## config.mk

```make
export PLATFORM = sky130hd
export DESIGN_NAME = spi_flag_irq_unit
export DESIGN_NICKNAME = d
export VERILOG_FILES = /design/src/rtl/spi_flag_pkg.sv /design/src/rtl/spi_ctrl_regs.sv /design/src/rtl/spi_flag_bank.sv /design/src/rtl/spi_ss_gate.sv /design/src/rtl/spi_flag_irq_unit.sv
export SDC_FILE = /design/constraint.sdc
export NUM_CORES = 1
export LEC_CHECK = 0
export ABC_AREA = 1
export BUFFER_PORTS_ARGS = -buffer_cell sky130_fd_sc_hd__buf_2
export CORE_MARGIN = 2
export CORE_UTILIZATION = 43
export CTS_CLUSTER_DIAMETER = 40
export DETAILED_ROUTE_END_ITERATION = 6
export PLACE_DENSITY = 0.81
export SLEW_MARGIN = 20
export SYNTH_ARGS = -nofsm -noshare
export SYNTH_HDL_FRONTEND = slang
export SYNTH_SLANG_ARGS = --single-unit
```

## constraint.sdc

```tcl
create_clock -name clk -period 1.8 [get_ports clk]
set_input_delay 0.18 -clock clk [delete_from_list [all_inputs] [get_ports clk]]
set_output_delay 0.18 -clock clk [all_outputs]
set_load 0.01 [all_outputs]
```

## src/rtl/spi_flag_pkg.sv

```systemverilog
// Package: register selects and bit positions shared by the flag unit.
package spi_flag_pkg;
    localparam int DATA_W = 8;
    localparam int SEL_W  = 2;

    typedef enum logic [SEL_W-1:0] {
        SEL_STAT = 2'd0,
        SEL_CTRL = 2'd1,
        SEL_DATA = 2'd2,
        SEL_NONE = 2'd3
    } reg_sel_t;

    // status register bit positions
    localparam int ST_TXE  = 0;
    localparam int ST_RXF  = 1;
    localparam int ST_OVF  = 2;
    localparam int ST_MODF = 3;
    localparam int ST_EIE  = 4;

    // control register bit positions
    localparam int CT_SPE  = 0;
    localparam int CT_MSTR = 1;
    localparam int CT_TIE  = 2;
    localparam int CT_RIE  = 3;
    localparam int CT_BITS = 4;

    typedef struct packed {
        logic rx_ie;
        logic tx_ie;
        logic mstr;
        logic spe;
    } ctrl_t;
endpackage

```

## src/rtl/spi_ctrl_regs.sv

```systemverilog
// Module: control and enable registers.
// Holds SPI enable, master select and the three interrupt enables.
// Assumes write strobes are already decoded, one per register.
// Only bus writes change these bits; no flag or fault touches them.
module spi_ctrl_regs
    import spi_flag_pkg::*;
#(
    parameter int W = DATA_W
) (
    input  logic         clk,
    input  logic         rst_n,
    input  logic         wr_ctrl,
    input  logic         wr_stat,
    input  logic [W-1:0] wdata,
    output ctrl_t        ctrl,
    output logic         err_ie
);
    // control register: written whole from the low bits
    always_ff @(posedge clk) begin
        if (!rst_n)       ctrl <= '0;
        else if (wr_ctrl) ctrl <= ctrl_t'(wdata[CT_BITS-1:0]);
    end

    // error enable lives in the status register
    always_ff @(posedge clk) begin
        if (!rst_n)       err_ie <= 1'b0;
        else if (wr_stat) err_ie <= wdata[ST_EIE];
    end

    AST_CTRL_ONLY_BY_WRITE: assert property (@(posedge clk) disable iff (!rst_n)
        !wr_ctrl |=> $stable(ctrl));
endmodule

```

## src/rtl/spi_flag_bank.sv

```systemverilog
// Module: the four status flags and their armed clear sequences.
// A status read arms a clear for each flag that reads as 1. Any other
// access disarms all of them after taking its own effect. Set events
// take priority over clears. The mode-fault arm drops whenever the
// fault condition is high.
module spi_flag_bank (
    input  logic clk,
    input  logic rst_n,
    input  logic stat_rd,
    input  logic data_rd,
    input  logic data_wr,
    input  logic ctrl_wr,
    input  logic other_acc,
    input  logic ev_rx_done,
    input  logic ev_tx_load,
    input  logic ev_ovf,
    input  logic modf_cond,
    output logic tx_empty,
    output logic rx_full,
    output logic ovf,
    output logic modf
);
    logic arm_rx, arm_ovf, arm_modf;

    // arming state of each two-step clear
    always_ff @(posedge clk) begin
        if (!rst_n) begin
            arm_rx   <= 1'b0;
            arm_ovf  <= 1'b0;
            arm_modf <= 1'b0;
        end else begin
            if (stat_rd) begin
                arm_rx  <= rx_full;
                arm_ovf <= ovf;
            end else if (other_acc) begin
                arm_rx  <= 1'b0;
                arm_ovf <= 1'b0;
            end
            if (modf_cond)      arm_modf <= 1'b0;
            else if (stat_rd)   arm_modf <= modf;
            else if (other_acc) arm_modf <= 1'b0;
        end
    end

    // flag updates, set wins over clear
    always_ff @(posedge clk) begin
        if (!rst_n) begin
            tx_empty <= 1'b1;
            rx_full  <= 1'b0;
            ovf      <= 1'b0;
            modf     <= 1'b0;
        end else begin
            if (ev_tx_load)   tx_empty <= 1'b1;
            else if (data_wr) tx_empty <= 1'b0;

            if (ev_rx_done)             rx_full <= 1'b1;
            else if (arm_rx && data_rd) rx_full <= 1'b0;

            if (ev_ovf)                  ovf <= 1'b1;
            else if (arm_ovf && data_rd) ovf <= 1'b0;

            if (modf_cond)                modf <= 1'b1;
            else if (arm_modf && ctrl_wr) modf <= 1'b0;
        end
    end

    AST_RXF_FALL_NEEDS_DATA_RD: assert property (@(posedge clk) disable iff (!rst_n)
        $fell(rx_full) |-> $past(data_rd));
    AST_TXE_CLEARS_ON_WRITE: assert property (@(posedge clk) disable iff (!rst_n)
        (data_wr && !ev_tx_load) |=> !tx_empty);
    AST_OVF_FALL_NEEDS_DATA_RD: assert property (@(posedge clk) disable iff (!rst_n)
        $fell(ovf) |-> $past(data_rd));
    AST_MODF_HELD_BY_COND: assert property (@(posedge clk) disable iff (!rst_n)
        modf_cond |=> modf);
    AST_RX_EVENT_WINS: assert property (@(posedge clk) disable iff (!rst_n)
        ev_rx_done |=> rx_full);
    AST_TX_EVENT_WINS: assert property (@(posedge clk) disable iff (!rst_n)
        ev_tx_load |=> tx_empty);
endmodule

```

## src/rtl/spi_ss_gate.sv

```systemverilog
// Module: slave-select gating of the serial clock and MISO driver.
// Purely combinational. Assumes slave_sel_n is already synchronised.
// A deselected slave drops the clock at once, mid-byte included.
module spi_ss_gate (
    input  logic spe,
    input  logic mstr,
    input  logic slave_sel_n,
    input  logic sck_in,
    input  logic miso_in,
    output logic sck_gated,
    output logic miso_out,
    output logic miso_oe
);
    logic slave_live;

    // gate decision for clock and data driver
    always_comb begin
        slave_live = spe && !mstr && !slave_sel_n;
        sck_gated  = (slave_live || (spe && mstr)) ? sck_in : 1'b0;
        miso_oe    = slave_live;
        miso_out   = slave_live ? miso_in : 1'b0;
    end

    always_comb begin
        AST_DESELECT_HIZ: assert (!(spe && !mstr && slave_sel_n) || (!miso_oe && !sck_gated));
    end
endmodule

```

## src/rtl/spi_flag_irq_unit.sv

```systemverilog
// Module: top of the SPI status flag and interrupt unit.
// Decodes the register bus, instantiates the control registers, the flag
// bank and the slave-select gate. Forms the two interrupt requests.
// Assumes bus strobes last one cycle per access and read data is taken
// in the same cycle as the strobe.
module spi_flag_irq_unit
    import spi_flag_pkg::*;
#(
    parameter int DW = DATA_W,
    parameter int SW = SEL_W
) (
    input  logic          clk,
    input  logic          rst_n,
    input  logic          bus_rd,
    input  logic          bus_wr,
    input  logic [SW-1:0] bus_sel,
    input  logic [DW-1:0] bus_wdata,
    output logic [DW-1:0] bus_rdata,
    input  logic [DW-1:0] rx_byte,
    input  logic          ev_rx_done,
    input  logic          ev_tx_load,
    input  logic          ev_ovf,
    input  logic          modf_cond,
    input  logic          slave_sel_n,
    input  logic          sck_in,
    input  logic          miso_in,
    output logic          sck_gated,
    output logic          miso_out,
    output logic          miso_oe,
    output logic          irq_tx,
    output logic          irq_rx_err
);
    logic  stat_rd, stat_wr, ctrl_rd, ctrl_wr, data_rd, data_wr, other_acc;
    ctrl_t ctrl;
    logic  err_ie, tx_empty, rx_full, ovf, modf;

    // access decode
    always_comb begin
        stat_rd   = bus_rd && (bus_sel == SEL_STAT);
        stat_wr   = bus_wr && (bus_sel == SEL_STAT);
        ctrl_rd   = bus_rd && (bus_sel == SEL_CTRL);
        ctrl_wr   = bus_wr && (bus_sel == SEL_CTRL);
        data_rd   = bus_rd && (bus_sel == SEL_DATA);
        data_wr   = bus_wr && (bus_sel == SEL_DATA);
        other_acc = (bus_rd || bus_wr) && !stat_rd;
    end

    spi_ctrl_regs #(.W(DW)) u_ctrl (
        .clk     (clk),
        .rst_n   (rst_n),
        .wr_ctrl (ctrl_wr),
        .wr_stat (stat_wr),
        .wdata   (bus_wdata),
        .ctrl    (ctrl),
        .err_ie  (err_ie)
    );

    spi_flag_bank u_flags (
        .clk        (clk),
        .rst_n      (rst_n),
        .stat_rd    (stat_rd),
        .data_rd    (data_rd),
        .data_wr    (data_wr),
        .ctrl_wr    (ctrl_wr),
        .other_acc  (other_acc),
        .ev_rx_done (ev_rx_done),
        .ev_tx_load (ev_tx_load),
        .ev_ovf     (ev_ovf),
        .modf_cond  (modf_cond),
        .tx_empty   (tx_empty),
        .rx_full    (rx_full),
        .ovf        (ovf),
        .modf       (modf)
    );

    spi_ss_gate u_gate (
        .spe         (ctrl.spe),
        .mstr        (ctrl.mstr),
        .slave_sel_n (slave_sel_n),
        .sck_in      (sck_in),
        .miso_in     (miso_in),
        .sck_gated   (sck_gated),
        .miso_out    (miso_out),
        .miso_oe     (miso_oe)
    );

    // read data mux
    always_comb begin
        bus_rdata = '0;
        unique case (bus_sel)
            SEL_STAT: begin
                bus_rdata[ST_TXE]  = tx_empty;
                bus_rdata[ST_RXF]  = rx_full;
                bus_rdata[ST_OVF]  = ovf;
                bus_rdata[ST_MODF] = modf;
                bus_rdata[ST_EIE]  = err_ie;
            end
            SEL_CTRL: bus_rdata[CT_BITS-1:0] = ctrl;
            SEL_DATA: bus_rdata = rx_byte;
            default:  bus_rdata = '0;
        endcase
    end

    // interrupt request forming
    always_comb begin
        irq_tx     = tx_empty && ctrl.tx_ie && ctrl.spe;
        irq_rx_err = (rx_full && ctrl.rx_ie) || (err_ie && (ovf || modf));
    end

    AST_TX_IRQ_NEEDS_SPE: assert property (@(posedge clk) disable iff (!rst_n)
        irq_tx |-> (ctrl.spe && tx_empty));
    AST_RX_IRQ_IGNORES_SPE: assert property (@(posedge clk) disable iff (!rst_n)
        (rx_full && ctrl.rx_ie) |-> irq_rx_err);
    AST_ERR_IRQ_SHARED: assert property (@(posedge clk) disable iff (!rst_n)
        (err_ie && (ovf || modf)) |-> irq_rx_err);
endmodule

```

# Word-level counts from Yosys, hierarchy flattened
# Cells that the tools add are included.
# totals
word_cells	60
ff_bits	12
in_bits	29
# classes
eq_ne	2
reduce_logical	30
mux	15
bitwise	1
# op_table
operator	n
logical AND 1 bit	16
two-way mux 1 bit	12
one-hot mux 4 bit (3 select lines)	1
nonzero test 2 bit	4
logical OR 1 bit	4
OR reduction 2 bit	2
logical NOT 1 bit	3
two-way mux 3 bit	1
== test 2 x 1 -> 1 bit (second input constant)	1
== test 2 bit (second input constant)	1
logical NOT 2 bit	1
one-hot mux 1 bit (2 select lines)	1
NOT 1 bit	1

# Logic depth before layout (Yosys ltp)
# logic_depth
depth_word	6
depth_mapped	5

# By module
# A second synthesis with hierarchy kept.
# hier_totals
cells_unflattened	115
area_unflattened_um2	694.4
# modules_own_cells
mod	cells_per_inst	n_inst	seq_area_each_um2	area_each_um2
spi_flag_bank	32	1	140.1	245.2
spi_ctrl_regs	31	1	100.1	205.2
spi_flag_irq_unit	44	1	0.0	203.9
spi_ss_gate	8	1	0.0	40.0

# Worst setup path before layout
# No wires, ideal clock.
# synth_path
kind	input-to-output
start	input port bus_sel[1]
end	output port bus_rdata[0]
path_slack_ps	886
t_arrival_ps	734
stages	3
n_path_buf	0
cell_sequence	nor2_2 > inv_1 > o211ai_1
# synth_between
elab_chain_len	2
word_cells_on_any_way	4
classes_between	eq/ne (2); mux (1); reduce/logical (1)
# synth_lines
item	line_no	rtl
start, declared	spi_flag_irq_unit.sv:16	input logic [SW-1:0] bus_sel,
== test 2 bit, or another cell as far along	spi_flag_irq_unit.sv:90	unique case (bus_sel)
one-hot mux 4 bit (3 select lines) *	spi_flag_irq_unit.sv:90	
end, declared	spi_flag_irq_unit.sv:18	output logic [DW-1:0] bus_rdata,
# Mark *: on every way between the ends. The rest lies on a longest branch, timed or not.

# Worst setup path after layout
# layout_path
start	register u_ctrl.ctrl[0] (netlist name)
end	output port miso_out
# layout_between
elab_chain_len	3
# layout_lines
item	line_no	rtl
logical AND 1 bit (2 in series)	spi_ss_gate.sv:18	slave_live = spe && !mstr && !slave_sel_n;
two-way mux 1 bit	spi_ss_gate.sv:21	miso_out = slave_live ? miso_in : 1'b0;
end, declared	spi_flag_irq_unit.sv:28	output logic miso_out,
# Every way passes these cells.

==> flow_summary.yaml <==
cts:
  cts.sinks: 12
  holdBufCountCts: 0
  root_buffer: "clkbuf_4"
  cts_inserted_buffers: 3
  clkTransAtPathRegs_ns: 0.08
  htreeDepth: 1
  cts_setup_buffers: 0
  cts_buffer_depth: 2
  cts_tree: "built"
  cts-resized-gates: 0
  clk-insertion-delay-late_ns: 0.28
floorplan:
  core_area_um2: 1450
  dieArea_um2: 1830
  io_pins: 42
  rows: 14
  floorplan.initialDensity_pct: 44.6
  chipWidth_um: 42.8
  die_h_um: 42.8
yosys:
  synth_largest_area_cell: "dfxtp_1"
  yosysSeqAreaShare_pct: 37.1
  yosysWarnings: 0
  syn_area_um2: 648
  synth_cells: 103
  synth.top_cell.area_share_pct: 37.1
  yosys-top-cells-area: "dfxtp_1 37%, nand2_1 19%, a21oi_1 9.3%"
  syn_nets: 132
  ys_types: 14
  syn_avg_cell_area_um2: 6.29
  synth_seq_cells: 12
routing:
  vias: 770
  vias_per_cell: 4.84
  drt_iter0_drc: 11
  firstDrtPassIters: 4
  routedWlPerCell_um: 9.82
  route.detailed.drc: 0
  routed_wl_um: 1560
  ant_nets: 0
sta:
  finalSetupViolations: 0
  worst_slew_pin_slew_ns: 0.337
  fin_setup_tns_ns: 0
  fmax_mhz: 774
  min_period_over_period_pct: 71.7
  finClkSkew_ns: 0.00662
  worst_slack_ns: 0.509
  slew_viol_final: 0
  final-hold-violation-count: 0
  slew_headroom_pct: 77.5
  rsz0062_at_grt: "no"
  period_minus_slack_ns: 1.29
place:
  dpl.hpwl_um: 1240
  port_buffers: 38
  gp_congestion: 0.828
  dp_slack_ns: 0.560
worst_setup_path:
  crit_arrival_ns: 1.11
  worst_path_max_delay_cell: "dfxtp_1"
  cpPeakStageDelay_ns: 0.41
  critical_path.top_delay_family: "flip-flops"
  cp-start-kind: "register"
  endpoint_kind: "primary output"
  crit_type: "reg -> out"
  crit_fanout: 5
  crit_chain: "inv_1 > nor2_1 > nand2_1 > nor2_1 > buf_2"
  r2r_start: "u_flags.ovf$_SDFFE_PN0P_"
  reg2reg_slack_ns: 1.12
  critical_path_buf_inv_count: 2
  r2r-end: "u_flags.arm_ovf$_SDFFE_PN0P_"
  cp.required_ns: 1.62
  crit_top_cell: "nor2_1"
  worstRegToRegCells: 2
  crit_cells: 5
layout:
  mostFrequentLayoutCells: "38 x buf_2, 32 x nand2_1, 15 x inv_1"
  fillers: 152
  area_delta_synth_final_pct: 36.9
  layout_commonest_cell: "buf_2"
  seq_area_um2: 240
  drive_gt1_share_pct: 32.9
  multi_input_area_um2: 337
  nNetsFinal: 173
  antenna_cells: 0
hold_path:
  hp-start: "ev_tx_load"
  worst_hold_path_type: "in -> reg"
  holdPathEnd: "u_flags.tx_empty$_SDFFE_PP1P_"
  worstHoldPathCells: 3
grt:
  grt_util_met2_pct: 30.9
  grt.busiest_layer: "met2"
  grt_pass1_wl_um: 2510
  antenna_found_initial: 0
  grtUsageTotal_pct: 17.7
  globalRouteMet1Util_pct: 20.8
  grt_pass1_vias: 635
  grt_max_degree: 12
  met3_usage_pct: 3.40
  grt-ovfl-total: 0
power:
  p_leak_nw: 0.475
  vdd_ir_drop_max_v: 0.000558
  p_per_area_nw_per_um2: 684
run:
  cap_violations: 0
status:
  status: "complete, no violations"
==> layer usage <==
layer	vias to the layer above	part of all wire (%)	wire [µm]
li1	408	-	-
met2	28	48	744
met4	0	1.1	17
met5	-	0	0
met3	2	8.9	139
met1	332	42	661
==> per-stage QoR <==
stage / area (µm²) / cells / util, % / hold slack, ns / power [mW]
after floorplan: 648 / 103 / - / 0.279 / 0.341
after global placement: 851 / 155 / 58.5 / 0.364 / 0.392
after detailed placement: 851 / 155 / 58.5 / 0.371 / 0.393
after CTS: 887 / 159 / 61.0 / 0.0812 / 0.611
after global routing: 887 / 159 / 61.0 / 0.0911 / 0.638
final: 887 / 159 / 61.0 / 0.0766 / 0.607
==> layout make-up <==
cell class                 instances  share of cell area (%)
tap                               16                    2.26
timing repair buffer              38                    21.4
inverter                          17                    7.19
multi-input combinational         72                    37.9
sequential                        12                    27.1
clock buffer                       4                    4.09
==> flip-flops by register name, summed over array words and instances, names as in the netlist <==
name,count
u_ctrl.ctrl,4
u_ctrl.err_ie,1
u_flags.arm_modf,1
u_flags.arm_ovf,1
u_flags.arm_rx,1
u_flags.modf,1
u_flags.ovf,1
u_flags.rx_full,1
u_flags.tx_empty,1
==> power by group <==
part | switching (mW) | internal, mW
logic | 0.0576 | 0.0454
registers | 0.00867 | 0.275
clock network | 0.0967 | 0.123
==> Yosys cell counts (all sizes together) <==
cell	n
nand2	32
nor2	11
inv	17
dfxtp	12
clkbuf	2
nand3	10
a22o	1
o21ai	1
a21oi	12
nand4	3
o211ai	2
==> worst max path at each step <==
stage	start	end	slack (ns)
finish	u_ctrl.ctrl[0]$_SDFFE_PN0P_	miso_out	0.51
floorplan	bus_sel[1]	bus_rdata[0]	0.89
global placement	bus_sel[1]	bus_rdata[0]	0.56
global route	u_ctrl.ctrl[0]$_SDFFE_PN0P_	miso_out	0.35
detailed placement	bus_sel[1]	bus_rdata[0]	0.56
CTS	u_ctrl.ctrl[0]$_SDFFE_PN0P_	miso_out	0.50
==> worst register-to-register path, delay by kind of cell (launching register included) <==
kind               cells  cell delay [ns]
and+or+nand+nor        1             0.09
AOI/OAI and AO/OA      1             0.13
DFF                    1             0.39
==> logic make-up after synthesis <==
logic type             share of synthesized area, %
AND/OR/NAND/NOR                                38.2
buffers and inverters                          11.0
AO/OA/AOI/OAI                                  13.7
flip-flops                                     37.1
No activity file was read; power rests on OpenSTA's default activity.
